<file path="config.mk">
export PLATFORM = sky130hd
export DESIGN_NAME = pm_addr_adjust
export DESIGN_NICKNAME = d
export VERILOG_FILES = /design/src/rtl/pm_addr_adjust.sv
export SDC_FILE = /design/constraint.sdc
export NUM_CORES = 1
export LEC_CHECK = 0
export CAP_MARGIN = 40
export CELL_PAD_IN_SITES_DETAIL_PLACEMENT = 0
export CELL_PAD_IN_SITES_GLOBAL_PLACEMENT = 1
export CORE_AREA = 2 2 54 56
export DETAILED_ROUTE_END_ITERATION = 10
export DIE_AREA = 0 0 56 58
export DONT_BUFFER_PORTS = 1
export MAX_ROUTING_LAYER = met4
export PLACE_DENSITY = 0.47
export SETUP_SLACK_MARGIN = 0.2
export SYNTH_ARGS = -nofsm -noshare
export SYNTH_HDL_FRONTEND = slang
export SYNTH_SLANG_ARGS = --single-unit
</file>
<file path="constraint.sdc">
create_clock -name vclk -period 2
set_clock_uncertainty 0.15 [all_clocks]
set_input_delay 0.2 -clock vclk [all_inputs]
set_output_delay 0.2 -clock vclk [all_outputs]
set_load 0.02 [all_outputs]
</file>
<file path="src/rtl/pm_addr_adjust.sv">
module pm_addr_adjust #(
  parameter int AW        = 64,
  parameter int SHORT_TAG = 7,
  parameter int LONG_TAG  = 16,
  parameter bit REGISTERED = 1'b0
) (
  input  logic          clk,
  input  logic          rst_n,
  input  logic [AW-1:0] addr_in,
  input  logic          virt_access,
  input  logic [1:0]    xlen_mode,
  input  logic [1:0]    pm_mode,
  input  logic [1:0]    pm_mode_virt,
  input  logic          xlat_on,
  output logic [AW-1:0] addr_out
);
  localparam int SW = $clog2(AW) + 1;
  localparam logic [1:0] WIDE = 2'd2;

  logic [1:0]    mode_sel;
  logic          active, sext;
  logic [SW-1:0] shamt;
  logic [AW-1:0] up, adj;

  assign mode_sel = virt_access ? pm_mode_virt : pm_mode;
  assign active   = (xlen_mode == WIDE) && mode_sel[1];
  assign sext     = !virt_access && xlat_on;
  assign shamt    = !active ? '0 : mode_sel[0] ? SW'(LONG_TAG) : SW'(SHORT_TAG);
  assign up       = addr_in << shamt;
  assign adj      = sext ? AW'($signed(up) >>> shamt) : (up >> shamt);

  generate
    if (REGISTERED) begin : g_reg
      always_ff @(posedge clk or negedge rst_n)
        if (!rst_n) addr_out <= '0;
        else        addr_out <= adj;

      assert_latency_R7: assert property (@(posedge clk) disable iff (!rst_n)
        $past(rst_n) |-> addr_out == $past(adj));
    end else begin : g_comb
      assign addr_out = adj;
    end
  endgenerate

  assert_narrow_bypass_R1: assert property (@(posedge clk) disable iff (!rst_n)
    xlen_mode != WIDE |-> adj == addr_in);

  assert_off_bypass_R3: assert property (@(posedge clk) disable iff (!rst_n)
    (xlen_mode == WIDE && !(virt_access ? pm_mode_virt[1] : pm_mode[1])) |-> adj == addr_in);

  assert_long_fill_R4: assert property (@(posedge clk) disable iff (!rst_n)
    (xlen_mode == WIDE && (virt_access ? pm_mode_virt : pm_mode) == 2'b11)
      |-> ($countones(adj[AW-1 -: LONG_TAG]) == 0 || $countones(adj[AW-1 -: LONG_TAG]) == LONG_TAG));

  assert_zero_fill_R5: assert property (@(posedge clk) disable iff (!rst_n)
    (xlen_mode == WIDE && virt_access && pm_mode_virt[1]) |-> adj[AW-1 -: SHORT_TAG] == '0);

  assert_sign_fill_R5: assert property (@(posedge clk) disable iff (!rst_n)
    (xlen_mode == WIDE && !virt_access && xlat_on && pm_mode[1])
      |-> adj[AW-1] == addr_in[AW-1-(pm_mode[0] ? LONG_TAG : SHORT_TAG)]);

  assert_low_kept_R6: assert property (@(posedge clk) disable iff (!rst_n)
    adj[AW-1-LONG_TAG:0] == addr_in[AW-1-LONG_TAG:0]);
endmodule

</file>
==> impl_metrics.py <==
metrics = {
    "grt": {
        "grt_max_degree": 10,
        "grt_first_pass_wirelength_mm": 1.65,
        "antenna_found_initial": 0,
        "grt_overflow": 0,
        "grt_pass1_vias": 303,
        "grt_usage_pct": 6.45,
    },
    "layout": {
        "mostFrequentLayoutCells": "a21o_1 (9), o2bb2ai_1 (7), mux2i_1 (3)",
        "drive_above_1_share_pct": 20.0,
        "area_growth_syn_to_layout_pct": -37.4,
        "num_antenna_cells": 0,
        "layout.nets": 101,
        "n_clock_buffer": 0,
        "final_common_cell": "a21o_1",
        "finalNonFillerCells": 56,
        "nFlopsAndLatches": 0,
        "ff_latch_area_um2": 0,
        "multi_input_area_um2": 209,
        "nFillCells": 325,
        "postLayoutCoreUtil_pct": 9.59,
    },
    "timing": {
        "rsz0062_at_grt": "no",
        "finalCritPeriodShare_pct": 78.7,
        "tns_ps": 0,
        "hold-worst-slack_ps": 250,
        "fmax_ghz": 0.635,
        "setup-violations-final": 0,
        "report.final.slew_viol_count": 0,
        "slew_headroom_pct": 67.3,
        "worst_pin_slew_ps": 491,
        "hold_viol": 0,
        "min_period_ps": 1570,
    },
    "clock_network": {
        "cts.hold.buffers_added": 0,
        "cts-resized-gates": 0,
        "postCtsSetupBuffers": 0,
    },
    "routing": {
        "vias": 293,
        "viasPerCell": 5.23,
        "routedWlPerCell_um": 22.1,
        "dr.pass1.iters": 2,
        "wl_mm": 1.24,
        "post-route-drc-count": 0,
        "final_antenna_net_count": 0,
        "drt_iter0_drc": 6,
    },
    "yosys": {
        "netlist.area_leader.share_pct": 46.0,
        "syn_area_um2": 408,
        "netlist_instances": 75,
        "avgSynthCellArea_um2": 5.44,
        "mappedNetlistNets": 149,
        "yosys.area.top_type": "clkbuf_1",
        "synth.distinct_cells": 10,
        "yosys_warnings": 0,
        "seq_area_frac_synth_pct": 0,
        "synth_area_leaders": "clkbuf_1 (46%), a21o_1 (17%), o2bb2ai_1 (15%), mux2i_1 (7.4%), or4b_4 (3.4%)",
    },
    "place": {
        "place_inst": 56,
        "place_congestion": 0.642,
        "port_buffers": 0,
    },
    "worst_hold_path": {
        "hp-class": "in2out",
    },
    "floorplan": {
        "fp.dieW_um": 56,
        "io_pins": 138,
        "coreArea_um2": 2660,
        "dieArea_um2": 3250,
        "initial_core_util_pct": 15.3,
        "die_h_um": 58,
        "placementRows": 19,
    },
    "worst_setup_path": {
        "cp-start-kind": "input pin",
        "crit_fanout": 9,
        "critPathRequiredTime_ps": 1650,
        "path_class": "in2out",
        "crit_path_end_kind": "output port",
        "cp.arrival_ps": 1220,
    },
    "power": {
        "sw_frac_of_total_pct": 67.6,
        "power_switching_w": 0.0000502,
        "internal-power_w": 0.0000241,
        "power_frac_seq_pct": 0,
        "leakage_nw": 0.121,
        "pwr-share-clk_pct": 0,
        "vdd_ir_drop_max_v": 0.0000640,
        "p_comb_share_pct": 100.0,
        "powerDensity_nw_per_um2": 291,
    },
    "outcome": {
        "status": "finished, final reports clean",
    },
    "flow_run": {
        "drv_cap": 0,
    },
}
[cells in the mapped netlist]
| cell type | instances |
|---|---|
| clkbuf_1 | 50 |
| nand2_1 | 1 |
| and4b_2 | 1 |
| o2bb2ai_1 | 7 |
| mux2i_1 | 3 |
| buf_6 | 1 |
| or3b_2 | 1 |
| or4b_4 | 1 |
| and4bb_2 | 1 |
| a21o_1 | 9 |
[cell families (layout without fill, tap and decap cells)]
logic type / count (synthesis) / after routing / synth area share, %
buffers and inverters: 51 / 1 / 48.8
multiplexers: 3 / 3 / 7.36
AND/OR/NAND/NOR: 5 / 5 / 12.3
AO/OA/AOI/OAI: 16 / 16 / 31.6
[metal layers]
layer / up-vias / wire length (um) / global-route usage [%]
met2: 42 / 548 / 10.1
met5: - / 0 / -
met3: 12 / 157 / 2.01
met4: 0 / 46 / 3.06
li1: 109 / - / -
met1: 130 / 489 / 7.55
[final timing paths]
kind	cells past startpoint	slack (ps)	from	end
max	3	430	virt_access	addr_out[49]
min	0	250	addr_in[0]	addr_out[0]
[critical path, stage by stage]
cell	delay, ps
mux2i_1	140
or4b_4	590
a21o_1	290
[power by group through the flow]
stage	registers (W)	clock network, W	logic [W]
after floorplan	0	0	0.000164
after global placement	0	0	0.0000753
after detailed placement	0	0	0.0000756
after CTS	0	0	0.0000757
after global routing	0	0	0.0000784
final	0	0	0.0000743
[through the flow]
| step | instance area [um^2] | power (W) | setup WS (ps) |
|---|---|---|---|
| after floorplan | 408 | 0.000164 | 421 |
| after global placement | 255 | 0.0000753 | 418 |
| after detailed placement | 255 | 0.0000756 | 421 |
| after CTS | 255 | 0.0000757 | 416 |
| after global routing | 255 | 0.0000784 | 378 |
| final | 255 | 0.0000743 | 426 |
[area by class of cell]
| type | count | area share (%) |
|---|---|---|
| well taps | 31 | 15.2 |
| repair buffers | 1 | 2.94 |
| multi-input cells | 24 | 81.9 |
No activity file was read; power rests on OpenSTA's default activity.
